`src/rtl/load_align_pkg.sv`:
```
package load_align_pkg;

    localparam int WORD_W = 32;
    localparam int BYTE_W = 8;
    localparam int HALF_W = 2 * BYTE_W;
    localparam int LANES  = WORD_W / BYTE_W;
    localparam int OFS_W  = $clog2(LANES);

    typedef enum logic [2:0] {
        LK_BYTE_S  = 3'd0,
        LK_BYTE_U  = 3'd1,
        LK_HALF_S  = 3'd2,
        LK_HALF_U  = 3'd3,
        LK_WORD    = 3'd4,
        LK_MERGE_L = 3'd5,
        LK_MERGE_R = 3'd6,
        LK_RSVD    = 3'd7
    } ld_kind_e;

    typedef struct packed {
        logic              valid;
        logic              err;
        logic [WORD_W-1:0] data;
    } wb_pkt_t;

    function automatic logic kind_is_half(ld_kind_e k);
        return (k == LK_HALF_S) || (k == LK_HALF_U);
    endfunction

    function automatic logic kind_is_merge(ld_kind_e k);
        return (k == LK_MERGE_L) || (k == LK_MERGE_R);
    endfunction

    function automatic logic [WORD_W-1:0] extend_byte(logic [BYTE_W-1:0] b, logic signed_ld);
        return {{(WORD_W-BYTE_W){signed_ld & b[BYTE_W-1]}}, b};
    endfunction

    function automatic logic [WORD_W-1:0] extend_half(logic [HALF_W-1:0] h, logic signed_ld);
        return {{(WORD_W-HALF_W){signed_ld & h[HALF_W-1]}}, h};
    endfunction

endpackage

```
`src/rtl/lane_offset_map.sv`:
```
module lane_offset_map
    import load_align_pkg::*;
(
    input  logic             big_endian,
    input  ld_kind_e         kind,
    input  logic [OFS_W-1:0] ofs,
    output logic [OFS_W-1:0] lane,
    output logic             misaligned,
    output logic             reserved
);
    localparam logic [OFS_W-1:0] TOP_LANE  = OFS_W'(LANES - 1);
    localparam logic [OFS_W-1:0] HALF_LANE = OFS_W'(LANES - 2);

    // Every request is turned into a big-endian lane number, so the merge
    // logic needs only one form.
    always_comb begin
        if (big_endian)
            lane = ofs;
        else if (kind_is_half(kind))
            lane = HALF_LANE - ofs;
        else
            lane = TOP_LANE - ofs;
    end

    always_comb begin
        unique case (kind)
            LK_HALF_S, LK_HALF_U: misaligned = ofs[0];
            LK_WORD:              misaligned = (ofs != '0);
            default:              misaligned = 1'b0;
        endcase
    end

    assign reserved = (kind == LK_RSVD);

endmodule

```
`src/rtl/byte_merge.sv`:
```
module byte_merge
    import load_align_pkg::*;
(
    input  ld_kind_e          kind,
    input  logic [OFS_W-1:0]  lane,
    input  logic [WORD_W-1:0] mem_word,
    input  logic [WORD_W-1:0] old_rd,
    output logic [WORD_W-1:0] result
);
    logic [BYTE_W-1:0] sel_byte;
    logic [HALF_W-1:0] sel_half;
    logic [WORD_W-1:0] merged_l;
    logic [WORD_W-1:0] merged_r;

    always_comb begin
        sel_byte = mem_word[WORD_W-1-BYTE_W*int'(lane) -: BYTE_W];
        sel_half = mem_word[WORD_W-1-HALF_W*int'(lane[OFS_W-1:1]) -: HALF_W];
    end

    // Register byte j is counted from the most significant end.
    always_comb begin
        merged_l = old_rd;
        merged_r = old_rd;
        for (int j = 0; j < LANES; j++) begin
            if (j < LANES - int'(lane))
                merged_l[WORD_W-1-BYTE_W*j -: BYTE_W] =
                    mem_word[WORD_W-1-BYTE_W*(j+int'(lane)) -: BYTE_W];
            if (j >= LANES - 1 - int'(lane))
                merged_r[WORD_W-1-BYTE_W*j -: BYTE_W] =
                    mem_word[WORD_W-1-BYTE_W*(j-(LANES-1-int'(lane))) -: BYTE_W];
        end
    end

    always_comb begin
        unique case (kind)
            LK_BYTE_S:  result = extend_byte(sel_byte, 1'b1);
            LK_BYTE_U:  result = extend_byte(sel_byte, 1'b0);
            LK_HALF_S:  result = extend_half(sel_half, 1'b1);
            LK_HALF_U:  result = extend_half(sel_half, 1'b0);
            LK_MERGE_L: result = merged_l;
            LK_MERGE_R: result = merged_r;
            default:    result = mem_word;
        endcase
    end

endmodule

```
`src/rtl/load_align_unit.sv`:
```
module load_align_unit
    import load_align_pkg::*;
#(
    parameter bit REG_OUT = 1'b1
) (
    input  logic        clk,
    input  logic        rst,
    input  logic        big_endian_cfg,
    input  logic        req_valid,
    input  logic [2:0]  req_kind,
    input  logic [1:0]  req_ofs,
    input  logic [31:0] mem_word,
    input  logic [31:0] old_rd,
    output logic        wb_valid,
    output logic [31:0] wb_data,
    output logic        addr_err
);
    logic             be_q;
    ld_kind_e         kind;
    logic [OFS_W-1:0] lane;
    logic             misaligned;
    logic             reserved;
    logic [WORD_W-1:0] result;
    wb_pkt_t          pkt_d;
    wb_pkt_t          pkt_q;

    assign kind = ld_kind_e'(req_kind);

    always_ff @(posedge clk) begin
        if (rst)
            be_q <= big_endian_cfg;
    end

    lane_offset_map u_map (
        .big_endian (be_q),
        .kind       (kind),
        .ofs        (req_ofs),
        .lane       (lane),
        .misaligned (misaligned),
        .reserved   (reserved)
    );

    byte_merge u_merge (
        .kind     (kind),
        .lane     (lane),
        .mem_word (mem_word),
        .old_rd   (old_rd),
        .result   (result)
    );

    always_comb begin
        pkt_d.valid = req_valid & ~misaligned & ~reserved;
        pkt_d.err   = req_valid & misaligned;
        pkt_d.data  = result;
    end

    generate
        if (REG_OUT) begin : g_reg
            always_ff @(posedge clk) begin
                if (rst)
                    pkt_q <= '0;
                else
                    pkt_q <= pkt_d;
            end
        end else begin : g_bypass
            assign pkt_q = pkt_d;
        end
    endgenerate

    assign wb_valid = pkt_q.valid;
    assign addr_err = pkt_q.err;
    assign wb_data  = pkt_q.data;

endmodule

```
`config.mk`:
```
export PLATFORM = sky130hd
export DESIGN_NAME = load_align_unit
export DESIGN_NICKNAME = d
export VERILOG_FILES = /design/src/rtl/load_align_pkg.sv /design/src/rtl/lane_offset_map.sv /design/src/rtl/byte_merge.sv /design/src/rtl/load_align_unit.sv
export SDC_FILE = /design/constraint.sdc
export NUM_CORES = 1
export LEC_CHECK = 0
export ABC_AREA = 1
export BUFFER_PORTS_ARGS = -buffer_cell sky130_fd_sc_hd__buf_4
export CAP_MARGIN = 20
export CORE_MARGIN = 10
export CORE_UTILIZATION = 55
export DETAILED_ROUTE_END_ITERATION = 8
export PLACE_DENSITY = 0.79
export SYNTH_ARGS = -nofsm -noshare
export SYNTH_HDL_FRONTEND = slang
export SYNTH_SLANG_ARGS = --single-unit
```
`constraint.sdc`:
```
create_clock -name clk -period 4.4 [get_ports clk]
set_input_delay 0.88 -clock clk [delete_from_list [all_inputs] [get_ports clk]]
set_output_delay 0.88 -clock clk [all_outputs]
set_load 0.03 [all_outputs]
```
# Word level (Yosys, flattened, before mapping)
# Index checks and enable logic that the tools add are counted.
[classes]
add_sub_neg = 20
magnitude_cmp = 8
eq_ne = 7
shift = 9
n_mux = 12
bitwise_logic = 5
reduce_logical = 4
[ops]
columns = ["cell", "count"]
rows = [
  ["$shiftx 39x32->8", 8],
  ["$sub 6x32->32 const A", 7],
  ["$pmux 32 s6", 1],
  ["$mux 8", 8],
  ["$shiftx 47x32->16", 1],
  ["$eq 3x3->1 const B", 4],
  ["$sub 5x5->6 const A", 2],
  ["$lt 3x4->1 const A", 2],
  ["$sub 3x3->4 const A", 2],
  ["$add 2x2->3 const A", 2],
  ["$eq 3x2->1 const B", 2],
  ["$ge 3x3->1 const A", 2],
  ["$lt 1x4->1 const A", 1],
  ["$lt 2x4->1 const A", 1],
  ["$mux 2", 2],
  ["$sub 1x3->4 const A", 1],
  ["$sub 2x2->2 const A", 2],
  ["$sub 2x3->4 const A", 1],
  ["$sub 3x2->4 const A", 1],
  ["$add 1x2->3 const A", 1],
  ["$and 1x1->1", 3],
  ["$eq 3x1->1 const B", 1],
  ["$ge 1x3->1 const A", 1],
  ["$ge 2x3->1 const A", 1],
  ["other kinds (7)", 8],
]
[totals]
reg_bits = 35
in_bits = 73
output_inout_bits = 34
word_cells = 69

# Logic depth before layout (Yosys ltp)
[depth]
word_depth = 10
depth_mapped = 24
depth_no_buf = 19

# By module
# A second synthesis with hierarchy kept.
[unflattened]
hier_cells = 713
area_unflattened_um2 = 3652.3
[modules_own_cells]
columns = ["mod", "instances", "cells_per_inst", "area_per_inst_um2", "seq_area_each_um2"]
rows = [
  ["byte_merge", 1, 580, 2502.4, 0.0],
  ["load_align_unit", 1, 110, 1027.2, 710.7],
  ["lane_offset_map", 1, 23, 122.6, 0.0],
]

# Worst setup path before layout
# OpenSTA, ideal clock, no wires.
[synth_timing]
kind = "input to register"
from = "in req_kind[2]"
to = "reg pkt_q (netlist bit wb_data[22])"
setup_time_ps = 109
t_arrival_ps = 3358
required_ps = 4291
slack_ps = 933
path_stages = 21
n_path_buf = 5
path_cell_list = "buf_6 > inv_4 > nand2_4 > inv_1 > buf_2 > ha_1 > inv_1 > nand2_2 > nand2_2 > buf_2 > ha_1 > clkbuf_1 > inv_1 > clkbuf_1 > nand2_1 > nand2_1 > nand2_1 > nand3_1 > nand3_2 > nand2_1 > inv_1"
[synth_between]
elab_chain_cells = 10
word_cells_on_any_way = 26
cone_classes = "add/sub: 8; order compare: 2; eq/ne: 5; shift: 4; mux: 5; reduce/logical: 2"
[synth_lines]
columns = ["element", "line_no", "source"]
rows = [
  ["start: declaration", "load_align_unit.sv:10", "input logic [2:0] req_kind,"],
  ["$eq 3x2->1", "load_align_pkg.sv:27, byte_merge.sv:35", ""],
  ["$logic_or 1x1->1", "load_align_pkg.sv:27", "return (k == LK_HALF_S) || (k == LK_HALF_U);"],
  ["$mux 2", "lane_offset_map.sv:19", "else if (kind_is_half(kind))"],
  ["$mux 2", "lane_offset_map.sv:17", "if (big_endian)"],
  ["$sub 2x2->3", "byte_merge.sv:28, byte_merge.sv:30", ""],
  ["$sub 2x3->4", "byte_merge.sv:30", "mem_word[WORD_W-1-BYTE_W*(j-(LANES-1-int'(lane))) -: BYTE_W];"],
  ["$sub 6x32->32", "byte_merge.sv:30", ""],
  ["$shiftx 39x32->8", "byte_merge.sv:30", ""],
  ["$mux 8", "byte_merge.sv:28", "if (j >= LANES - 1 - int'(lane))"],
  ["$pmux 32 s6 (*)", "byte_merge.sv:35", "unique case (kind)"],
  ["end signal: assignment", "load_align_unit.sv:63", "pkt_q <= pkt_d;"],
  ["end: declaration", "load_align_unit.sv:25", "wb_pkt_t pkt_q;"],
]
# Every way passes the cells marked *; elsewhere a longest branch is shown, timed or not.
# A chain may end at the register's enable or synchronous reset.

# Worst setup path in the final report
[layout_timing]
from = "in req_ofs[0]"
to = "reg pkt_q (netlist bit wb_data[16])"
[layout_between]
elab_chain_cells = 9
word_cells_on_any_way = 21
cone_classes = "add/sub: 10; order compare: 2; shift: 4; mux: 5"
[layout_lines]
columns = ["element", "line_no", "source"]
rows = [
  ["start: declaration", "load_align_unit.sv:11", "input logic [1:0] req_ofs,"],
  ["$sub 2x2->2 (on tied branches)", "lane_offset_map.sv:22, lane_offset_map.sv:20", ""],
  ["$mux 2", "lane_offset_map.sv:19", ""],
  ["$mux 2 (*)", "lane_offset_map.sv:17", ""],
  ["$sub 2x2->3", "byte_merge.sv:28, byte_merge.sv:30", ""],
  ["$sub 2x3->4", "byte_merge.sv:30", ""],
  ["$sub 6x32->32", "byte_merge.sv:30", ""],
  ["$shiftx 39x32->8", "byte_merge.sv:30", ""],
  ["$mux 8", "byte_merge.sv:28", ""],
  ["$pmux 32 s6 (*)", "byte_merge.sv:35", ""],
]
# Marks and branches as above.

==> reports/results.txt <==
die area -> 0.0113 mm2
data required time at the worst endpoint -> 4.60 ns
final worst-path cycle share -> 73.9%
placed insts -> 962
hold_buf cts -> 0
grt total ovfl -> 0
Reg2Reg Setup Slack -> 1.71 ns
Ports -> 107
busiest grt layer -> met2
clk sinks -> 35
GRT met3 Usage -> 8.57%
Vias -> 5537
CTS root buf -> clkbuf_8
final hold violation count -> 0
Post-Route WL -> 17.1 mm
TritonCTS buffer count -> 5
WHS Path Cells -> 1
top cell type by total area after synthesis -> nand2_1
worst hold path class -> in -> reg
Post-Syn Area -> 0.00409 mm2
# H-tree levels -> 2
Post-Synthesis Cells -> 790
per-cell routed wire length -> 17.6 um
GR Layer Usage met2 -> 44.6%
Chip Width -> 106 um
routed vias/inst -> 5.71
Reg2Reg Depth -> 11
Hold Path End -> be_q$_DFFE_PP_
Post-CTS Resized -> 0
Ys Warns -> 0
setup tns final -> 0 ns
routing usage on met1 -> 37.5%
reg2reg start -> be_q$_DFFE_PP_
first-pass GRT wire length -> 26.6 mm
Die Ht -> 106 um
largest net degree at the start of global routing -> 35
syn_area_per_cell -> 5.18 um2
DRC Markers -> 0
PwrDens -> 272 mW/mm2
IO buf count -> 106
hold_sp -> big_endian_cfg
maxcap violations -> 0
Worst-Margin Slew -> 0.789 ns
Main synth FF type -> dfxtp_1
Worst Path Max Fanout -> 34
nets@finish -> 946
final instance area -> 0.00492 mm2
Layout area overhead -> 20.4%
achievable frequency -> 0.308 GHz
final setup fails -> 0
initial antenna violation count -> 0
dpl cell area -> 0.00484 mm2
Post-synth ARST share -> 0%
max-slew violation count -> 0
DR pass1 iterations -> 7
fin cells -> 970
Post-CTS Setup Bufs -> 0
post-synthesis cell type count -> 30
TritonCTS clock tree -> yes
layout cells sized above 1 -> 18.0%
Core Util, Final -> 67.9%
gr usage total -> 29.0%
sequential-to-total area share from yosys stat -> 17.4%
routability congestion estimate from global placement -> 1.03
main area contributors after synthesis -> nand2_1, dfxtp_1, nand3_1
row count -> 31
P_leak -> 2.86 nW
power after layout -> 1.34 mW
worst skew pair latency -> 0.30 ns
EDFF count, synth -> 1
post-DP HPWL -> 12.4 mm
Clock Skew -> 0.00776 ns
clock slew at reported path FFs -> 0.08 ns
core area -> 0.00725 mm2
starting density of the core -> 56.4%
DR iter-0 viols -> 668
deepest clock path buffer count -> 2
status -> complete, no violations
Critical Path End Type -> flop
VDD IR-drop max -> 0.156 mV
vias in the first global route -> 5157
Startpoint Class -> input port
#FFs+latches synth -> 35
Slew headroom -> 47.2%
FF-to-FF End -> wb_data[16]$_SDFF_PP0_
post-route antenna net violation count -> 0
Tmin final -> 3.25 ns
unrepaired setup endpoints after global routing -> false
Crit Path Class -> in -> reg
Ant. Diodes -> 0
Post-Syn Nets -> 866
critical path arrival -> 3.45 ns
top cell type's share of synthesized area -> 29.4%
[registers in the layout, indices dropped and copies added, names as in the netlist]
| register | cells |
|---|---|
| addr_err | 1 |
| wb_data | 32 |
| be_q | 1 |
| wb_valid | 1 |
[cells by family after synthesis]
logic type / synth area share [%]
AO/OA/AOI/OAI: 9.36
adder cells (fa/ha/maj): 0.918
buffers and inverters: 14.4
flip-flops: 17.4
AND/OR/NAND/NOR: 57.9
[report_power, final]
group          switching, mW  internal, mW  leakage [nW]
Clock                  0.137         0.112        0.0422
Combinational          0.492         0.237          2.53
Sequential            0.0105         0.350         0.292
Total                  0.639         0.699          2.86
[per-layer routing]
metal	share of wire [%]	up-vias
li1	-	2637
met1	39	2414
met2	42	428
met3	15	58
met4	3.7	0
met5	0	-
[per-stage QoR]
step | setup slack (ns) | hold WS, ns
finish | 1.15 | 0.754
detailed placement | 0.904 | 0.982
global placement | 0.934 | 0.938
global route | 1.02 | 0.756
CTS | 1.23 | 0.750
floorplan | 0.933 | 0.860
[cells in the mapped netlist, drive strengths merged, types with 2 or more instances]
cell type and instances:
dfxtp 34, clkbuf 12, clkinv 3, o21ai 39, nor3 2, o211ai 3, nand4 4, inv 85
nand2 332, a21oi 23, ha 3, nand3 140, a21boi 4, buf 33, nor2 71
[worst max-delay path: stages]
cell and delay (ns):
buf_4 0.10, inv_1 0.06, ha_1 0.31, nand3_1 0.13
nand3_4 0.27, nand2_4 0.31, buf_4 0.41, nand2_2 0.12
nand3_2 0.11, nand2_4 0.15, inv_2 0.34, nand3_1 0.11
nand2_1 0.08, inv_1 0.04
[cell usage in the layout, fill, tap and decap left out, types with 6 or more instances in the layout]
master	count
nand2_1	320
nand3_1	127
buf_4	118
inv_1	81
nor2_1	70
dfxtp_1	34
o21ai_0	33
a21oi_1	20
nand3_2	12
nand2_2	9
o21ai_1	6
[worst max-delay path by stage]
stage                      startpoint                endpoint  slack, ns  depth (start not counted)
after CTS                  req_ofs[0]  wb_data[16]$_SDFF_PP0_       1.23                         14
after global routing      req_kind[2]  wb_data[23]$_SDFF_PP0_       1.02                         17
after detailed placement   req_ofs[0]  wb_data[16]$_SDFF_PP0_       0.90                         14
after global placement     req_ofs[0]  wb_data[16]$_SDFF_PP0_       0.93                         14
after floorplan           req_kind[2]  wb_data[22]$_SDFF_PP0_       0.93                         21
final                      req_ofs[0]  wb_data[16]$_SDFF_PP0_       1.15                         14
[area by class of cell]
type / count / area, um2
clock inverters: 1 / 5.00
inverters: 88 / 333
well taps: 99 / 124
fillers: 725 / 2330
multi-input cells: 622 / 2790
repair buffers: 118 / 886
flip-flops and latches: 35 / 711
clock buffers: 7 / 76.3
Power figures use the tool's default switching activity.
